--- src/rtl/flag_reg_pkg.sv ---
package flag_reg_pkg;
  localparam int FlagW = 8;
  localparam int IdxW = $clog2(FlagW);
  localparam int WordW = 16;
  localparam int IntBit = 7;

  typedef struct packed {
    logic bitWrite;
    logic bitValue;
    logic [IdxW-1:0] bitIdx;
    logic aluWrite;
  } flagCtrl_t;
endpackage

--- src/rtl/flag_decode.sv ---
module flag_decode
  import flag_reg_pkg::*;
(
  input  logic clk,
  input  logic rstN,
  input  logic [WordW-1:0] instrWord,
  input  logic instrValid,
  input  logic [FlagW-1:0] aluMask,
  output flagCtrl_t ctrl
);
  logic isBitOp;

  always_comb begin
    isBitOp = instrValid && (instrWord[15:8] == 8'h94) && (instrWord[3:0] == 4'h8);
    ctrl.bitWrite = isBitOp;
    ctrl.bitValue = ~instrWord[7];
    ctrl.bitIdx = instrWord[6:4];
    ctrl.aluWrite = !isBitOp && (aluMask != '0);
  end

  // a bit instruction and an ALU write are never issued in the same cycle
  assert_exclusive_R7: assert property (@(posedge clk) disable iff (!rstN)
    !(ctrl.bitWrite && ctrl.aluWrite));

  // a word with the strobe low never produces a bit write
  assert_no_write_invalid_R8: assert property (@(posedge clk) disable iff (!rstN)
    !instrValid |-> !ctrl.bitWrite);
endmodule

--- src/rtl/flag_store.sv ---
module flag_store
  import flag_reg_pkg::*;
(
  input  logic clk,
  input  logic rstN,
  input  flagCtrl_t ctrl,
  input  logic [FlagW-1:0] aluFlags,
  input  logic [FlagW-1:0] aluMask,
  output logic [FlagW-1:0] flags
);
  logic [FlagW-1:0] nextFlags;

  for (genvar i = 0; i < FlagW; i++) begin : gBit
    always_comb begin
      if (ctrl.bitWrite && ctrl.bitIdx == IdxW'(i)) nextFlags[i] = ctrl.bitValue;
      else if (ctrl.aluWrite && aluMask[i]) nextFlags[i] = aluFlags[i];
      else nextFlags[i] = flags[i];
    end
  end

  always_ff @(posedge clk or negedge rstN) begin
    if (!rstN) flags <= '0;
    else flags <= nextFlags;
  end

  // the addressed flag takes the requested value one edge later
  assert_bit_applied_R3: assert property (@(posedge clk) disable iff (!rstN)
    ctrl.bitWrite |=> flags[$past(ctrl.bitIdx)] == $past(ctrl.bitValue));

  // a bit instruction changes at most one flag
  assert_single_change_R4: assert property (@(posedge clk) disable iff (!rstN)
    ctrl.bitWrite |=> $countones(flags ^ $past(flags)) <= 1);

  // with no write source active the register holds
  assert_hold_R8: assert property (@(posedge clk) disable iff (!rstN)
    (!ctrl.bitWrite && !ctrl.aluWrite) |=> $stable(flags));
endmodule

--- src/rtl/flag_reg_top.sv ---
module flag_reg_top
  import flag_reg_pkg::*;
(
  input  logic clk,
  input  logic rstN,
  input  logic [15:0] instrWord,
  input  logic instrValid,
  input  logic [7:0] aluFlags,
  input  logic [7:0] aluMask,
  output logic [7:0] flagsOut,
  output logic intEnable
);
  flagCtrl_t ctrl;
  logic [FlagW-1:0] flags;

  flag_decode uDec (
    .clk(clk), .rstN(rstN), .instrWord(instrWord), .instrValid(instrValid),
    .aluMask(aluMask), .ctrl(ctrl)
  );

  flag_store uStore (
    .clk(clk), .rstN(rstN), .ctrl(ctrl), .aluFlags(aluFlags),
    .aluMask(aluMask), .flags(flags)
  );

  assign flagsOut = flags;
  assign intEnable = flags[IntBit];

  // the interrupt enable follows the top flag
  assert_int_enable_R9: assert property (@(posedge clk) disable iff (!rstN)
    intEnable == flagsOut[7]);

  // masked-off flags keep their value on an ALU-only cycle
  assert_alu_mask_R6: assert property (@(posedge clk) disable iff (!rstN)
    (!(instrValid && instrWord[15:8] == 8'h94 && instrWord[3:0] == 4'h8))
    |=> ((flagsOut ^ $past(flagsOut)) & ~$past(aluMask)) == '0);
endmodule

--- config.mk ---
export PLATFORM = sky130hd
export DESIGN_NAME = flag_reg_top
export DESIGN_NICKNAME = d
export VERILOG_FILES = /design/src/rtl/flag_reg_pkg.sv /design/src/rtl/flag_decode.sv /design/src/rtl/flag_store.sv /design/src/rtl/flag_reg_top.sv
export SDC_FILE = /design/constraint.sdc
export NUM_CORES = 1
export LEC_CHECK = 0
export BUFFER_PORTS_ARGS = -buffer_cell sky130_fd_sc_hd__buf_4
export CAP_MARGIN = 30
export CORE_MARGIN = 1
export CORE_UTILIZATION = 25
export DETAILED_ROUTE_END_ITERATION = 12
export GPL_ROUTABILITY_DRIVEN = 0
export GPL_TIMING_DRIVEN = 0
export PLACE_DENSITY_LB_ADDON = 0.15
export SLEW_MARGIN = 20
export SYNTH_ARGS = -nofsm -noshare
export SYNTH_HDL_FRONTEND = slang
export SYNTH_SLANG_ARGS = --single-unit
--- constraint.sdc ---
create_clock -name clk -period 1.39 [get_ports clk]
set_clock_uncertainty 0.15 [all_clocks]
set_input_delay 0.139 -clock clk [delete_from_list [all_inputs] [get_ports clk]]
set_output_delay 0.139 -clock clk [all_outputs]
set_load 0.005 [all_outputs]
==> impl_metrics.json, run 1 <==
{
  "cts_max_level": 1,
  "coreArea_um2": 2190,
  "slew_violations": 0,
  "cp_slowest_stage_delay_ps": 400,
  "p_sw_uw": 170,
  "grt_max_degree": 9,
  "vias": 538,
  "syn2layout_area_growth_pct": 67.5,
  "hp-class": "input pin to register",
  "status": "finished clean",
  "final_cell_mix": "buf_4 (44), mux2i_1 (24), dfrtp_1 (8)",
  "top_layer_used": "met4",
  "post_dp_cell_area_um2": 936,
  "criticalPathCategory": "register to output port",
  "p_int_uw": 496,
  "overflow": 0,
  "fin_area_um2": 968,
  "path_max_fanout": 4,
  "fin_nets": 131,
  "hpwl_mm": 1.07,
  "grt_pass1_vias": 519,
  "path_buf_inv": 2,
  "cap_violations": 0,
  "cp.required_ps": 1100,
  "cts_buffers": 3,
  "vias_per_cell": 4.41,
  "netlist_area_um2": 578,
  "dieWidth_um": 50.1,
  "wl_met1_um": 558,
  "ant_nets": 0,
  "largest_registers": "uStore.flags: 8 flops",
  "netlist-cell-type-count": 12,
  "rsz0062_at_grt": "false",
  "powerDensity_nw_per_um2": 688,
  "num_io_pins": 44,
  "p_seq_frac": 0.414,
  "grt_pass1_wl_mm": 2.26,
  "io_buffers": 43,
  "ctsHoldBuffers": 1,
  "final_core_util": 0.442,
  "finalSetupViolations": 0,
  "cts_root_buf": "clkbuf_4",
  "final_hold_viol_count": 0,
  "pwr-share-comb": 0.313,
  "syn_area_per_cell_um2": 12.3,
  "period_minus_slack_ps": 1200,
  "n_fill_cell": 219,
  "synth-warning-count": 0,
  "start_kind": "register",
  "insertion_delay_ps": 250,
  "post-route-period-util": 0.863,
  "drtIter0Drc": 0,
  "cts_setup_buffers": 0,
  "cts_max_path_buffers": 2,
  "row_count": 17,
  "yosysSeqAreaShare": 0.346,
  "leakagePower_nw": 0.543,
  "syn-num-nets": 82,
  "num_antenna_cells": 0,
  "path_delay_family": "flip-flops",
  "worstMarginPinSlew_ps": 369,
  "dieHeight_um": 50.1,
  "cts_tree": "built",
  "swShare": 0.255,
  "grt_use_total": 0.123,
  "fmaxAchievable_ghz": 0.834,
  "dr.pass1.iters": 1,
  "clkTransAtPathRegs_ps": 60,
  "syn_inst": 47,
  "end_kind": "output port",
  "met2_length_um": 699,
  "arrival_ps": 910,
  "relSlewSlack": 0.754,
  "ys_ff_latch": 8,
  "final.setup.tns_ps": 0,
  "largest-register": "uStore.flags",
  "cts_resized": 0,
  "total_power_uw": 666,
  "initial_utilization": 0.264,
  "ir_worst_vdd_mv": 0.463,
  "die_area_um2": 2510,
  "p_clk_frac": 0.273,
  "drc": 0,
  "route.met3.wl_um": 80,
  "antenna_found_initial": 0,
  "path_cells": "buf_4, buf_4",
  "final_common_cell": "buf_4",
  "cts_sinks": 8,
  "drt_wl_total_mm": 1.35,
  "crit_slowest_cell": "dfrtp_1",
  "largest_reg_flops": 8,
  "worst_path_most_repeated_cell": "buf_4",
  "layout-drive-gt1-share": 0.521,
  "wl_per_cell_um": 11.0
}
[per-layer routing]
metal	global-route usage	vias to the layer above
li1	-	275
met1	0.145	240
met2	0.196	21
met3	0.0247	2
met4	0.0857	0
met5	0	-
[power groups by stage]
stage	combinational (mW)	clock (mW)	sequential, mW
6_report	0.209	0.182	0.276
5_1_grt	0.232	0.201	0.280
4_1_cts	0.213	0.191	0.277
3_5_place_dp	0.210	0	0.280
3_3_place_gp	0.208	0	0.279
2_1_floorplan	0.0716	0	0.279
[through the flow]
step                cells  hold slack (ps)  setup slack [ps]
detailed placement    118             -181              45.0
finish                122             30.6               191
global route          122             34.0               152
global placement      118             -183              65.3
floorplan              47             -307               282
CTS                   122             23.5               172
[worst min-delay path, delay by kind of cell]
kind	cells	cell delay (ps)
multiplexers	2	170
buffers and inverters	1	80
[area by class of cell]
type | count | area, µm² | area share
sequential | 8 | 200 | 0.207
tap | 28 | 35.0 | 0.0362
buffer | 1 | 7.51 | 0.00775
multi-input combinational | 37 | 367 | 0.379
timing repair buffer | 44 | 333 | 0.344
inverter | 1 | 3.75 | 0.00388
clock buffer | 3 | 22.5 | 0.0233
[final timing paths]
path,slack (ps),endpoint,startpoint,cells after the start
max,190,flagsOut[7],uStore.flags[7],2
min,30,uStore.flags[6],aluFlags[6],3
min reg2reg,450,uStore.flags[6],uStore.flags[6],2
max in group asynchronous,880,uStore.flags[5],rstN,2
max reg2reg,490,uStore.flags[5],uStore.flags[5],2
min in group asynchronous,90,uStore.flags[1],rstN,2
[Yosys cell counts]
library cell,n,share of area
and4bb_1,1,0.022
buf_4,1,0.013
nand3_1,1,0.0086
nor4b_4,1,0.041
inv_1,1,0.0065
nor3b_1,4,0.052
mux2i_1,24,0.42
nand4_4,1,0.037
dfrtp_1,8,0.35
nor3_1,1,0.0086
nand3b_1,3,0.039
nor2b_1,1,0.011
[logic make-up (layout without fill, tap and decap cells)]
group,after synthesis,count (layout),synth area share
multiplexers,24,24,0.416
AND/OR/NAND/NOR,13,13,0.219
flip-flops,8,8,0.346
buffers and inverters,2,49,0.0195
(Power assumes the default switching activity.)
==> inputs of run 2 (changes only) <==
--- a/config.mk
+++ b/config.mk
@@ -11,7 +11,7 @@
 export CORE_UTILIZATION = 25
 export DETAILED_ROUTE_END_ITERATION = 12
 export GPL_ROUTABILITY_DRIVEN = 0
-export GPL_TIMING_DRIVEN = 0
+export GPL_TIMING_DRIVEN = 1
 export PLACE_DENSITY_LB_ADDON = 0.15
 export SLEW_MARGIN = 20
 export SYNTH_ARGS = -nofsm -noshare
==> run 2 against run 1 <==
Against the previous run: flip-flop and latch count did not move; die area did not move; non-clock buffer count decreased by 1; largest power group unchanged.
==> impl_metrics.json, run 2 (synthesis gave the netlist of run 1 again) <==
{
  "ant_nets": 0,
  "leakagePower_nw": 0.538,
  "grt_use_total": 0.112,
  "overflow": 0,
  "path_delay_family": "flip-flops",
  "final_common_cell": "buf_4",
  "cts_resized": 0,
  "rr_startpoint": "uStore.flags[7]",
  "worstRegToRegCells": 2,
  "rr_endpoint": "uStore.flags[7]",
  "worstMarginPinSlew_ps": 344,
  "p_sw_uw": 165,
  "hold_depth": 3,
  "row_count": 17,
  "cts_root_buf": "clkbuf_4",
  "coreArea_um2": 2190,
  "path_max_fanout": 4,
  "path_cells": "buf_4",
  "dieWidth_um": 50.1,
  "start_kind": "register",
  "hold_end": "uStore.flags[4]",
  "dieHeight_um": 50.1,
  "fmaxAchievable_ghz": 0.916,
  "wl_per_cell_um": 10.7,
  "drt_wl_total_mm": 1.29,
  "cts_max_path_buffers": 2,
  "place_inst": 117,
  "cap_violations": 0,
  "powerDensity_nw_per_um2": 684,
  "num_io_pins": 44,
  "criticalPathCategory": "register to output port",
  "cts_setup_buffers": 0,
  "cts_tree": "built",
  "arrival_ps": 800,
  "grt_max_degree": 9,
  "cts_max_level": 1,
  "rsz0062_at_grt": "false",
  "largest_reg_flops": 8,
  "antenna_found_initial": 0,
  "cp_slowest_stage_delay_ps": 410,
  "final_cell_mix": "buf_4 (43), mux2i_1 (24), dfrtp_1 (8)",
  "crit_slowest_cell": "dfrtp_1",
  "io_buffers": 43,
  "pwr-share-comb": 0.312,
  "p_seq_frac": 0.420,
  "status": "finished clean",
  "final_core_util": 0.439,
  "finalSetupViolations": 0,
  "initial_utilization": 0.264,
  "hold_path.startpoint": "aluFlags[4]",
  "final_hold_viol_count": 0,
  "relSlewSlack": 0.770,
  "grt_pass1_wl_mm": 2.13,
  "cts_buffers": 3,
  "hpwl_mm": 1.02,
  "cts_sinks": 8,
  "reg2reg_slack_ps": 490,
  "insertion_delay_ps": 250,
  "ctsHoldBuffers": 1,
  "die_area_um2": 2510,
  "cp.required_ps": 1100,
  "final_cells": 121,
  "period_minus_slack_ps": 1090,
  "p_clk_frac": 0.268,
  "clkTransAtPathRegs_ps": 60,
  "layout-drive-gt1-share": 0.516,
  "hp-class": "input pin to register",
  "post-route-period-util": 0.785,
  "final.setup.tns_ps": 0,
  "p_int_uw": 492,
  "path_buf_inv": 1,
  "slew_violations": 0,
  "fin_hold_ws_ps": 35.4,
  "ir_worst_vdd_mv": 0.299,
  "drc": 0,
  "grt_pass1_vias": 468,
  "largest_registers": "uStore.flags: 8 flops",
  "largest-register": "uStore.flags",
  "n_fill_cell": 229,
  "num_antenna_cells": 0,
  "vias_per_cell": 4.45,
  "end_kind": "output port",
  "swShare": 0.251,
  "dr.pass1.iters": 2,
  "fin_nets": 130,
  "vias": 539,
  "syn2layout_area_growth_pct": 66.2,
  "drtIter0Drc": 2
}
==> run 2: changes by cell type in the layout (fill, tap and decap cells not counted) <==
cell and delta:
buf_4 -1
==> run 2: worst max-delay path by stage <==
stage	startpoint	to	cells after the start
2_1_floorplan	instrWord[11]	uStore.flags[0]	3
3_3_place_gp	instrWord[11]	uStore.flags[7]	4
3_5_place_dp	instrWord[0]	uStore.flags[0]	4
4_1_cts	uStore.flags[7]	flagsOut[7]	1
5_1_grt	instrWord[11]	uStore.flags[0]	4
6_report	uStore.flags[7]	flagsOut[7]	1
==> run 2: power by group through the flow <==
stage,sequential [mW],combinational [mW],clock [mW]
after detailed placement,0.281,0.205,0
after CTS,0.277,0.208,0.187
after floorplan,0.279,0.0716,0
after global routing,0.280,0.225,0.203
final,0.276,0.205,0.176
after global placement,0.279,0.203,0
==> run 2: final cells by class <==
| type | count | area [µm²] | area share |
|---|---|---|---|
| Multi-Input combinational cell | 37 | 367 | 0.382 |
| Timing Repair Buffer | 44 | 333 | 0.346 |
| Inverter | 1 | 3.75 | 0.00391 |
| Sequential cell | 8 | 200 | 0.208 |
| Clock buffer | 3 | 22.5 | 0.0234 |
| Tap cell | 28 | 35.0 | 0.0365 |
==> run 2: tightest hold or removal path, delay by kind of cell <==
kind	cells	cell delay, ps
mux	2	170
buf+inv	1	70
==> run 2: per-layer routing <==
layer	wire [µm]	vias up	global-route usage
li1	-	271	-
met1	592	245	0.149
met2	599	21	0.169
met3	85	2	0.0309
met4	13	0	0.0429
met5	0	-	0
==> run 2: through the flow <==
step / instance area (µm²) / power [mW] / setup WS, ps
floorplan: 578 / 0.351 / 282
global placement: 928 / 0.483 / 92.7
detailed placement: 928 / 0.486 / 72.3
CTS: 961 / 0.672 / 288
global route: 961 / 0.708 / 245
finish: 961 / 0.657 / 298
==> inputs of run 3 (changes only) <==
==> constraint.sdc (replaced) <==
create_clock -name clk -period 1.1 [get_ports clk]
set_clock_uncertainty 0.15 [all_clocks]
set_input_delay 0.11 -clock clk [delete_from_list [all_inputs] [get_ports clk]]
set_output_delay 0.11 -clock clk [all_outputs]
set_load 0.005 [all_outputs]
==> run 3 against run 2 <==
Against the previous run: power is 26% higher; sequential share of layout area is 0.43 points lower; critical path depth stayed put; routed wire length is 1.7% higher; final cell count is 1.7% higher; via count is 1.1% higher; cell area is 2.1% higher; non-clock buffer count is 2 higher; clock-buffer cell count stayed put; critical endpoint unchanged.
==> impl_metrics.json, run 3 (synthesis gave the netlist of run 1 again) <==
{
  "p_clk_frac": 0.258,
  "cts_max_level": 1,
  "dr.pass1.iters": 2,
  "criticalPathCategory": "register to output port",
  "dieHeight_um": 50.1,
  "cts_sinks": 8,
  "reg2reg_slack_ps": 200,
  "worst_slack_ps": 49.7,
  "layout-drive-gt1-share": 0.537,
  "cts_max_path_buffers": 2,
  "wl_per_cell_um": 10.7,
  "status": "finished clean",
  "ir_worst_vdd_mv": 0.501,
  "grt_pass1_wl_mm": 2.26,
  "final_cell_mix": "buf_4 (45), mux2i_1 (24), dfrtp_1 (8)",
  "final_core_util": 0.448,
  "rr_startpoint": "uStore.flags[7]",
  "grt_max_degree": 9,
  "vias": 545,
  "pwr-share-comb": 0.321,
  "fmaxAchievable_ghz": 0.952,
  "start_kind": "register",
  "slew_violations": 0,
  "fin_nets": 132,
  "io_buffers": 43,
  "drt_wl_total_mm": 1.31,
  "worstRegToRegCells": 2,
  "num_antenna_cells": 0,
  "cp.required_ps": 840,
  "syn2layout_area_growth_pct": 69.7,
  "overflow": 0,
  "path_max_fanout": 4,
  "hp-class": "input pin to register",
  "rsz0062_at_grt": "false",
  "final-seq-area_um2": 200,
  "insertion_delay_ps": 240,
  "post-route-period-util": 0.955,
  "drtIter0Drc": 2,
  "hold_depth": 3,
  "vias_per_cell": 4.43,
  "relSlewSlack": 0.835,
  "cap_violations": 0,
  "finalSetupViolations": 0,
  "path_buf_inv": 1,
  "final_cells": 123,
  "cts_setup_buffers": 0,
  "dieWidth_um": 50.1,
  "path_delay_family": "flip-flops",
  "p_int_uw": 627,
  "hold_path.startpoint": "aluFlags[4]",
  "powerDensity_nw_per_um2": 844,
  "largest_registers": "uStore.flags: 8 flops",
  "clkTransAtPathRegs_ps": 50,
  "antenna_found_initial": 0,
  "die_area_um2": 2510,
  "initial_utilization": 0.264,
  "end_kind": "output port",
  "p_sw_uw": 201,
  "period_minus_slack_ps": 1050,
  "hpwl_mm": 1.10,
  "place_inst": 119,
  "drc": 0,
  "ant_nets": 0,
  "grt_pass1_vias": 568,
  "dpl_worst_slack_ps": -176,
  "largest-register": "uStore.flags",
  "n_fill_cell": 207,
  "coreArea_um2": 2190,
  "final_hold_viol_count": 0,
  "num_io_pins": 44,
  "p_seq_frac": 0.421,
  "swShare": 0.243,
  "hold_end": "uStore.flags[4]",
  "row_count": 17,
  "cts_root_buf": "clkbuf_4",
  "grt_use_total": 0.123,
  "crit_slowest_cell": "dfrtp_1",
  "worstMarginPinSlew_ps": 246,
  "largest_reg_flops": 8,
  "multiInputGateArea_um2": 372,
  "path_cells": "buf_4",
  "cts_buffers": 3,
  "leakagePower_nw": 0.550,
  "rr_endpoint": "uStore.flags[7]",
  "cp_slowest_stage_delay_ps": 400,
  "cts_tree": "built",
  "arrival_ps": 790,
  "final_common_cell": "buf_4"
}
## run 3: cell count changes in the layout (fill, tap and decap cells not counted), sizes merged
cell  change
buf       +2
## run 3: power groups by stage
stage	Combinational [mW]	Clock [mW]	Sequential, mW
global route	0.294	0.244	0.354
finish	0.266	0.214	0.348
global placement	0.261	0	0.353
detailed placement	0.267	0	0.354
floorplan	0.0904	0	0.353
CTS	0.270	0.231	0.349
## run 3: what timing repair did
action                                 in CTS  in global routing
endpoints found under the hold margin       8                  0
resized for setup                           0                  1
setup endpoints to repair                   0                  3
hold buffers                                1                  0
## run 3: area by class of cell
| cell class | instances | share of cell area |
|---|---|---|
| multi-input combinational | 37 | 0.379 |
| timing repair buffer | 46 | 0.355 |
| sequential | 8 | 0.204 |
| clock buffer | 3 | 0.0230 |
| tap | 28 | 0.0357 |
| inverter | 1 | 0.00383 |
## run 3: routing by layer
layer,up-vias,share of wire,track usage
li1,276,-,-
met1,244,0.40,0.128
met2,23,0.52,0.220
met3,2,0.073,0.0463
met4,0,0.0076,0.0429
met5,-,0,0
## run 3: through the flow
| stage | TNS [ps] | instance area, µm² | power [mW] | hold slack [ps] |
|---|---|---|---|---|
| final | 0 | 981 | 0.828 | 7.03 |
| after global routing | 0 | 981 | 0.892 | 14.0 |
| after CTS | 0 | 976 | 0.850 | 1.29 |
| after detailed placement | -1350 | 943 | 0.620 | -212 |
| after global placement | -1260 | 943 | 0.614 | -213 |
| after floorplan | 0 | 578 | 0.443 | -336 |
## run 3: how the worst max path moves through the flow
| stage | startpoint | end | slack, ps | cells past startpoint |
|---|---|---|---|---|
| final | uStore.flags[7] | flagsOut[7] | 50 | 1 |
| after floorplan | instrWord[11] | uStore.flags[0] | 20 | 3 |
| after CTS | uStore.flags[7] | flagsOut[7] | 30 | 1 |
| after global routing | uStore.flags[7] | flagsOut[7] | 10 | 1 |
| after global placement | instrWord[0] | uStore.flags[7] | -160 | 4 |
| after detailed placement | instrWord[0] | uStore.flags[1] | -180 | 4 |
